$ cat config.mk
export PLATFORM = sky130hd
export DESIGN_NAME = pcm_frame_port
export DESIGN_NICKNAME = d
export VERILOG_FILES = /design/src/rtl/pcm_port_pkg.sv /design/src/rtl/pcm_sync_class.sv /design/src/rtl/pcm_tx_shift.sv /design/src/rtl/pcm_rx_shift.sv /design/src/rtl/pcm_frame_port.sv
export SDC_FILE = /design/constraint.sdc
export NUM_CORES = 1
export LEC_CHECK = 0
export BUFFER_PORTS_ARGS = -buffer_cell sky130_fd_sc_hd__buf_2
export CAP_MARGIN = 25
export CORE_ASPECT_RATIO = 0.6
export CORE_MARGIN = 10
export CORE_UTILIZATION = 30
export CTS_BUF_LIST = sky130_fd_sc_hd__clkbuf_16
export DETAILED_ROUTE_END_ITERATION = 10
export GPL_TIMING_DRIVEN = 0
export PLACE_DENSITY = 0.49
export REMOVE_ABC_BUFFERS = 1
export SYNTH_ARGS = -nofsm -noshare
export SYNTH_HDL_FRONTEND = slang
export SYNTH_HIERARCHICAL = 1
export SYNTH_SLANG_ARGS = --single-unit
$ cat constraint.sdc
create_clock -name clk -period 2.5 [get_ports clk]
set_clock_uncertainty 0.15 [all_clocks]
set_input_delay 0.5 -clock clk [delete_from_list [all_inputs] [get_ports clk]]
set_output_delay 0.5 -clock clk [all_outputs]
set_load 0.05 [all_outputs]
$ cat src/rtl/pcm_port_pkg.sv
package pcm_port_pkg;
  typedef enum logic {
    FK_SHORT = 1'b0,
    FK_LONG  = 1'b1
  } frame_kind_e;
endpackage

$ cat src/rtl/pcm_sync_class.sv
// Oversamples one bit clock / sync pair and classes each sync pulse
// by the number of bit-clock falling edges that saw it high.
module pcm_sync_class
  import pcm_port_pkg::*;
#(
  parameter int LONG_MIN = 2
) (
  input  logic        clk,
  input  logic        rst_n,
  input  logic        clr,
  input  logic        bclk,
  input  logic        fs,
  output logic        bclk_fall,
  output logic        fs_rise,
  output logic        fs_first,
  output frame_kind_e kind,
  output logic        kind_ok
);
  localparam int CW = $clog2(LONG_MIN + 1);

  logic          bclk_q;
  logic          fs_q;
  logic [CW-1:0] hi_cnt;

  assign bclk_fall = ~bclk & bclk_q;
  assign fs_rise   = fs & ~fs_q;
  assign fs_first  = bclk_fall & fs & (hi_cnt == '0);

  always_ff @(posedge clk or negedge rst_n) begin
    if (!rst_n) begin
      bclk_q  <= 1'b0;
      fs_q    <= 1'b0;
      hi_cnt  <= '0;
      kind    <= FK_SHORT;
      kind_ok <= 1'b0;
    end else begin
      bclk_q <= bclk;
      fs_q   <= fs;
      if (clr) begin
        hi_cnt  <= '0;
        kind    <= FK_SHORT;
        kind_ok <= 1'b0;
      end else if (bclk_fall) begin
        if (fs) begin
          if (hi_cnt != CW'(LONG_MIN)) hi_cnt <= hi_cnt + 1'b1;
        end else if (hi_cnt != '0) begin
          kind    <= (hi_cnt == CW'(LONG_MIN)) ? FK_LONG : FK_SHORT;
          kind_ok <= 1'b1;
          hi_cnt  <= '0;
        end
      end
    end
  end
endmodule

$ cat src/rtl/pcm_tx_shift.sv
// Transmit side: one-word holding register, quiet-frame gate,
// MSB-first shifter and output-enable window.
module pcm_tx_shift
  import pcm_port_pkg::*;
#(
  parameter int           W     = 8,
  parameter logic [W-1:0] IDLE  = '1,
  parameter int           QUIET = 2
) (
  input  logic         clk,
  input  logic         rst_n,
  input  logic         clr,
  input  logic         bclk,
  input  logic         bclk_fall,
  input  logic         fs,
  input  logic         fs_rise,
  input  logic         fs_first,
  input  frame_kind_e  kind,
  input  logic         kind_ok,
  input  logic [W-1:0] in_data,
  input  logic         in_valid,
  output logic         in_ready,
  output logic         pin,
  output logic         oe
);
  localparam int QW = $clog2(QUIET + 1);
  localparam int CW = $clog2(W + 1);

  logic [W-1:0]  hold, sh;
  logic          full, frame_ok, armed, active, cur_long, bclk_q;
  logic [QW-1:0] qcnt;
  logic [CW-1:0] fcnt;
  logic          bclk_rise, quiet_done, start_long, start_short, word_done;

  assign bclk_rise   = bclk & ~bclk_q;
  assign quiet_done  = (qcnt == QW'(QUIET));
  assign start_long  = fs_rise & quiet_done & kind_ok & (kind == FK_LONG);
  assign start_short = fs_first & frame_ok & kind_ok & (kind == FK_SHORT);
  assign word_done   = (fcnt == CW'(W));
  assign oe          = active & (~word_done | (cur_long & fs));
  assign in_ready    = ~full;
  assign pin         = sh[W-1];

  always_ff @(posedge clk or negedge rst_n) begin
    if (!rst_n) bclk_q <= 1'b0;
    else        bclk_q <= bclk;
  end

  always_ff @(posedge clk or negedge rst_n) begin
    if (!rst_n) begin
      hold <= '0; sh <= '0; full <= 1'b0; frame_ok <= 1'b0;
      armed <= 1'b0; active <= 1'b0; cur_long <= 1'b0;
      qcnt <= '0; fcnt <= '0;
    end else if (clr) begin
      hold <= '0; sh <= '0; full <= 1'b0; frame_ok <= 1'b0;
      armed <= 1'b0; active <= 1'b0; cur_long <= 1'b0;
      qcnt <= '0; fcnt <= '0;
    end else begin
      if (in_valid && !full) begin
        hold <= in_data;
        full <= 1'b1;
      end
      if (fs_rise) begin
        if (!quiet_done) qcnt <= qcnt + 1'b1;
        frame_ok <= quiet_done;
      end
      if (start_long || start_short) begin
        sh <= full ? hold : IDLE;
        if (full) full <= 1'b0;
      end
      if (start_long) begin
        active   <= 1'b1;
        cur_long <= 1'b1;
        fcnt     <= '0;
        armed    <= 1'b0;
      end else if (start_short) begin
        armed <= 1'b1;
      end else if (armed && bclk_rise) begin
        active   <= 1'b1;
        cur_long <= 1'b0;
        fcnt     <= '0;
        armed    <= 1'b0;
      end else if (active) begin
        if (bclk_fall && !word_done) fcnt <= fcnt + 1'b1;
        if (bclk_rise && fcnt != '0 && !word_done) sh <= {sh[W-2:0], 1'b0};
        if (word_done && !(cur_long && fs)) active <= 1'b0;
      end
    end
  end
endmodule

$ cat src/rtl/pcm_rx_shift.sv
// Receive side: falling-edge sampler, MSB first, one valid pulse per word.
module pcm_rx_shift
  import pcm_port_pkg::*;
#(
  parameter int W = 8
) (
  input  logic         clk,
  input  logic         rst_n,
  input  logic         clr,
  input  logic         bclk_fall,
  input  logic         fs_rise,
  input  logic         fs_first,
  input  frame_kind_e  kind,
  input  logic         kind_ok,
  input  logic         pin,
  output logic [W-1:0] out_data,
  output logic         out_valid
);
  localparam int CW = $clog2(W);

  logic [W-1:0]  sh;
  logic [CW-1:0] fcnt;
  logic          active, start;

  assign start = kind_ok & ((fs_rise & (kind == FK_LONG)) |
                            (fs_first & (kind == FK_SHORT)));

  always_ff @(posedge clk or negedge rst_n) begin
    if (!rst_n) begin
      sh <= '0; fcnt <= '0; active <= 1'b0;
      out_data <= '0; out_valid <= 1'b0;
    end else begin
      out_valid <= 1'b0;
      if (clr) begin
        sh <= '0; fcnt <= '0; active <= 1'b0; out_data <= '0;
      end else if (start) begin
        active <= 1'b1;
        fcnt   <= '0;
      end else if (active && bclk_fall) begin
        sh <= {sh[W-2:0], pin};
        if (fcnt == CW'(W - 1)) begin
          out_data  <= {sh[W-2:0], pin};
          out_valid <= 1'b1;
          active    <= 1'b0;
        end else begin
          fcnt <= fcnt + 1'b1;
        end
      end
    end
  end
endmodule

$ cat src/rtl/pcm_frame_port.sv
module pcm_frame_port
  import pcm_port_pkg::*;
#(
  parameter int                WORD_W         = 8,
  parameter logic [WORD_W-1:0] IDLE_WORD      = '1,
  parameter int                QUIET_FRAMES   = 2,
  parameter int                LONG_MIN_EDGES = 2
) (
  input  logic              clk,
  input  logic              rst_n,
  input  logic              pwr_up,
  input  logic              tx_bclk,
  input  logic              tx_fs,
  input  logic [WORD_W-1:0] tx_data,
  input  logic              tx_valid,
  output logic              tx_ready,
  output logic              tx_pin,
  output logic              tx_oe,
  input  logic              rx_bclk,
  input  logic              rx_fs,
  input  logic              rx_pin,
  output logic [WORD_W-1:0] rx_data,
  output logic              rx_valid
);
  logic        clr;
  logic        t_fall, t_rise_fs, t_first, t_ok;
  logic        r_fall, r_rise_fs, r_first, r_ok;
  frame_kind_e t_kind, r_kind;

  assign clr = ~pwr_up;

  pcm_sync_class #(.LONG_MIN(LONG_MIN_EDGES)) u_tx_class (
    .clk(clk), .rst_n(rst_n), .clr(clr), .bclk(tx_bclk), .fs(tx_fs),
    .bclk_fall(t_fall), .fs_rise(t_rise_fs), .fs_first(t_first),
    .kind(t_kind), .kind_ok(t_ok)
  );

  pcm_sync_class #(.LONG_MIN(LONG_MIN_EDGES)) u_rx_class (
    .clk(clk), .rst_n(rst_n), .clr(clr), .bclk(rx_bclk), .fs(rx_fs),
    .bclk_fall(r_fall), .fs_rise(r_rise_fs), .fs_first(r_first),
    .kind(r_kind), .kind_ok(r_ok)
  );

  pcm_tx_shift #(.W(WORD_W), .IDLE(IDLE_WORD), .QUIET(QUIET_FRAMES)) u_tx (
    .clk(clk), .rst_n(rst_n), .clr(clr), .bclk(tx_bclk), .bclk_fall(t_fall),
    .fs(tx_fs), .fs_rise(t_rise_fs), .fs_first(t_first), .kind(t_kind),
    .kind_ok(t_ok), .in_data(tx_data), .in_valid(tx_valid),
    .in_ready(tx_ready), .pin(tx_pin), .oe(tx_oe)
  );

  pcm_rx_shift #(.W(WORD_W)) u_rx (
    .clk(clk), .rst_n(rst_n), .clr(clr), .bclk_fall(r_fall),
    .fs_rise(r_rise_fs), .fs_first(r_first), .kind(r_kind), .kind_ok(r_ok),
    .pin(rx_pin), .out_data(rx_data), .out_valid(rx_valid)
  );
endmodule

* Word-level counts from Yosys, hierarchy flattened
Cells that the tools add are included.
** Cells by class
- Bitwise operators :: 31
- Mux-type cells :: 85
- $add $sub $neg :: 5
- Reductions and logical operators :: 28
- Equal/unequal tests :: 31
** Operator list (number)
- two-way mux 8 bit :: 14
- two-way mux 1 bit :: 45
- two-way mux 2 bit :: 13
- two-way mux 4 bit :: 6
- two-way mux 7 bit :: 3
- bitwise AND 1 bit :: 20
- AND reduction 3 bit :: 6
- != test 2 x 1 -> 1 bit (second input constant) :: 8
- != test 3 x 1 -> 1 bit (second input constant) :: 5
- two-way mux 3 bit :: 4
- != test 2 bit (second input constant) :: 6
- != test 3 x 2 -> 1 bit (second input constant) :: 4
- != test 4 x 1 -> 1 bit (second input constant) :: 3
- AND reduction 2 bit :: 5
- NOT 1 bit :: 9
- logical AND 1 bit :: 8
- adder 2 x 1 -> 2 bit (second input constant) :: 3
- equality test 2 bit (second input constant) :: 3
- adder 4 x 1 -> 4 bit (second input constant) :: 1
- equality test 4 bit (second input constant) :: 1
- logical NOT 2 bit :: 2
- nonzero test 2 bit :: 2
- nonzero test 4 bit :: 1
- adder 3 x 1 -> 3 bit (second input constant) :: 1
- other kinds (4) :: 7
** Storage, ports and cells
- Flip-flop bits (word level) :: 59
- Input bits :: 17
- Logic and storage cells :: 204

* Depth between registers and ports, before layout
- Depth in word-level cells :: 15
- Gate-level depth with buffers :: 8
- Mapped depth without buffers :: 7

* Hierarchy
Netlist, hierarchy kept.
** Modules (own cells, without submodules)
- pcm_tx_shift :: cells each 137, area each 1362.6 µm², instances 1
- pcm_rx_shift :: cells each 72, area each 914.6 µm², instances 1
- pcm_sync_class :: cells each 26, area each 299.0 µm², instances 2
- pcm_frame_port :: cells each 1, area each 3.8 µm², instances 1

* Worst setup path after synthesis
OpenSTA, ideal clock, no wires.
- Kind :: reg2out
- Start :: register u_tx.fcnt[0]
- End :: output tx_oe
- Data required time :: 1850 ps
- Setup slack :: 331 ps
- Stages on the path, launching flop included :: 6
- Data arrival time :: 1519 ps
- Cell sequence :: dfrtp_1 -> inv_1 -> ha_1 -> nand3b_1 -> a21oi_1 -> nor2b_1
** On the way
- Cells in the longest elaborated chain, start to end :: 4
** Ends and longest elaborated chain
- start, declared :: line pcm_tx_shift.sv:32 : logic [CW-1:0] fcnt;
- start signal, assigned :: line pcm_tx_shift.sv:84 : if (bclk_fall && !word_done) fcnt <= fcnt + 1'b1;
- equality test 4 bit :: line pcm_tx_shift.sv:39 : assign word_done = (fcnt == CW'(W));
- NOT 1 bit :: line pcm_tx_shift.sv:40 : assign oe = active & (~word_done | (cur_long & fs));
- bitwise OR 1 bit :: line pcm_tx_shift.sv:40
- bitwise AND 1 bit :: line pcm_tx_shift.sv:40
- end, declared :: line pcm_frame_port.sv:18 : output logic tx_oe,
No other way between the ends.

* Worst setup path after layout
Same ends and word-level chain as after synthesis.

==> summary.md <==
| Metric | Value |
|---|---|
| Total design power | `0.00218 W` |
| Share of layout cells above drive strength 1 | `17.7%` |
| Row count | `27` |
| Terminus of the critical flop-to-flop path | `u_tx/sh[5]` |
| FF+latch count, synth | `60` |
| Max FO, Critical Path | `5` |
| R2R Path Start | `u_tx_class/hi_cnt[0]` |
| Tot GR Track Use | `9.08%` |
| Yosys cell types | `40` |
| Synth Area per Inst | `11.0 um2` |
| RSZ-0062 raised after global routing | `false` |
| Die width | `146 um` |
| Vias in the first global route | `~2,000` |
| Synthesis-to-finish area growth | `17.9%` |
| Synth Area in Compound Gates | `a little over a tenth` |
| I/O pin cnt | `29` |
| Worst-path clk slew | `0.05 ns` |
| Worst EP arrival | `1.66 ns` |
| Setup_tns | `0 ns` |
| Die height | `95.9 um` |
| Type of the worst setup path | `register to primary output` |
| Clk sinks | `60` |
| Fmax | `433 MHz` |
| Largest net degree at the start of global routing | `61` |
| Cell area after synthesis | `0.00288 mm2` |
| Core area | `0.00926 mm2` |
| Via-per-instance ratio | `4.66` |
| HP Class | `primary input to asynchronous set/reset pin` |
| # diodes | `0` |
| XOR/XNOR share of the synthesized area | `0.913%` |
| Worst Path Required | `1.85 ns` |
| Final HPWL DP | `4120 um` |
| Initial antenna violation count | `0` |
| Max Slew Vio Count | `0` |
| CTS tree | `yes` |
| Worst VDD drop | `approximately 0.33 mV` |
| Clk Latency, worst-skew pair | `roughly 0.32 ns` |
| Worst Setup End Kind | `primary output` |
| PD cells | `between 600 and 700 mW/mm2` |
| Initial Utilization | `31.1%` |
| Minimum clock period | `2.31 ns` |
| Final instance area | `around 0.0034 mm2` |
| Clock Tree Buf Depth | `2` |
| Synth top area cells | `dfrtp_1 (52%), mux2i_1 (9.4%), nand2b_1 (4.1%), ha_1 (3.9%), a21oi_1 (3.1%)` |
| Post-synth ARST share | `100%` |
| Synth warnings | `6` |
| Number of buffers created by CTS | `9` |
| Post-CTS Setup Inserts | `0` |
| Combinational family with the most area after synthesis | `simple AND/OR/NAND/NOR gates` |
| Layout Utilization | `36.7%` |
| # Max-Cap Violations | `0` |
| Number of flops mapped to enable cells by yosys | `0` |
| Cell taking the most area after synthesis | `dfrtp_1` |
| Leakage power | `1.66 nW` |
| Input/output buffers | `28` |
| Synth top area share | `52.2%` |
| Relative slew slack | `between 40 and 50%` |
| # H-tree levels | `3` |
| Hold buffer count at CTS | `0` |
| Fin crit share | `92.3%` |
| Syn Inst Count | `about 260` |
| # DRC | `0` |
| 1st-pass router iterations | `6` |
| DR iter-0 viols | `144` |
| Startpoint Class | `register` |
| Final Hold Viols | `0` |
| Die area | `0.0140 mm2` |
| Nets | `320` |
| Simple-gate area share of the yosys netlist | `18.8%` |
| Post-cts resize count | `0` |
| Clk root buf | `clkbuf_16` |
| GR Overflow Total | `0` |
| Avg WL per Cell | `14.0 um` |
| Status | `completed` |
| First-pass GRT wire length | `roughly 10,000 um` |
| Final setup viols | `0` |
| Detailed Route WL | `5990 um` |
| Ys flop type | `dfrtp_1` |
| Via count | `1,998` |
| Seq/Total Area, Yosys | `approximately 52%` |
| Most frequent cells in the layout | `dfrtp_1 (60), buf_2 (27), mux2i_1 (27), nand2_1 (21), nor2_1 (20)` |
| Reg-to-reg slack, setup | `0.30 ns` |
| Most common cell after layout, fill and taps aside | `dfrtp_1` |
| Adder-cell share of the synthesized area | `3.91%` |
| Worst-Margin Slew | `0.878 ns` |
| Mux cell area share after synthesis | `10.7%` |
| Post-DRT Antenna Nets | `0` |
| Placer Congestion | `a little over 0.7` |
| Worst R2R Path Depth | `7` |
| Dpl cell area | `0.00314 mm2` |
worst max-delay path by stage:
stage	startpoint	end	cells after the start
finish	u_tx/fcnt[0]	tx_oe	6
global route	u_tx/fcnt[0]	tx_oe	6
CTS	u_tx/fcnt[0]	tx_oe	6
detailed placement	tx_bclk	u_tx/sh[7]	8
global placement	pwr_up	u_tx/fcnt[3]	5
floorplan	u_tx/fcnt[0]	tx_oe	5
per-stage QoR:
stage | worst slack (ns) | instances | hold WS [ns]
3_3_place_gp | -0.470 | 413 | 0.343
4_1_cts | 0.157 | 429 | 0.147
5_1_grt | 0.0373 | 429 | 0.169
6_report | 0.192 | 429 | 0.0987
3_5_place_dp | 0.0227 | 413 | 0.347
2_1_floorplan | 0.331 | 255 | 0.0544
power by group:
| part | total, W | switching (W) | internal [W] |
|---|---|---|---|
| sequential | 0.000999 | 0.00000904 | 0.000990 |
| clock | 0.00105 | 0.000403 | 0.000647 |
| combinational | 0.000129 | 0.0000890 | 0.0000402 |
| total | 0.00218 | 0.000501 | 0.00168 |
registers in the layout (all words and copies together), names as in the netlist, 2 cells and up:
| register | flops |
|---|---|
| u_tx/sh | 8 |
| u_rx_class/hi_cnt | 2 |
| u_tx/fcnt | 4 |
| u_tx_class/hi_cnt | 2 |
| u_tx/hold | 8 |
| u_tx/qcnt | 2 |
| u_rx/fcnt | 3 |
| u_rx/sh | 7 |
| u_rx/out_data | 8 |
cells in the mapped netlist (3+ instances only):
library cell and number:
dfrtp_1 60, nand2_1 21, nand3_1 3, nand2b_1 19, and3_1 4, nor2_1 20
a211oi_1 8, inv_1 9, o21ai_1 4, a21oi_1 18, clkbuf_1 4, nand3b_1 3
nand4b_1 5, inv_2 3, a21o_1 3, nor3_1 8, ha_1 9, o21ai_0 3
nor2b_1 4, mux2i_1 27
routing by layer:
layer	GRT usage, %	vias to the layer above	routed length (um)
met5	0	-	0
met4	2.99	0	49
met3	3.51	10	258
met2	11.5	32	2310
met1	13.4	968	3370
li1	-	988	-
worst max-delay path: stages, from the launching register on:
cell and delay [ns]:
dfrtp_1 0.42, inv_1 0.06, ha_1 0.21, nand3b_1 0.16
a21oi_1 0.08, nor2b_1 0.13, buf_2 0.27
final cells by class:
type,instances,area (um2)
fillers,940,5860
flip-flops and latches,60,1500
multi-input cells,183,1290
clock buffers,9,225
well taps,130,163
repair buffers,28,143
inverters,12,45.0
clock inverters,7,28.8
logic make-up (layout without fill, tap and decap cells):
group / after synthesis / in the layout
simple gates: 95 / 95
flops: 60 / 60
compound gates: 46 / 46
mux: 30 / 30
buf+inv: 19 / 56
fa+ha+maj: 9 / 9
xor+xnor: 3 / 3
No activity file was read; power rests on OpenSTA's default activity.
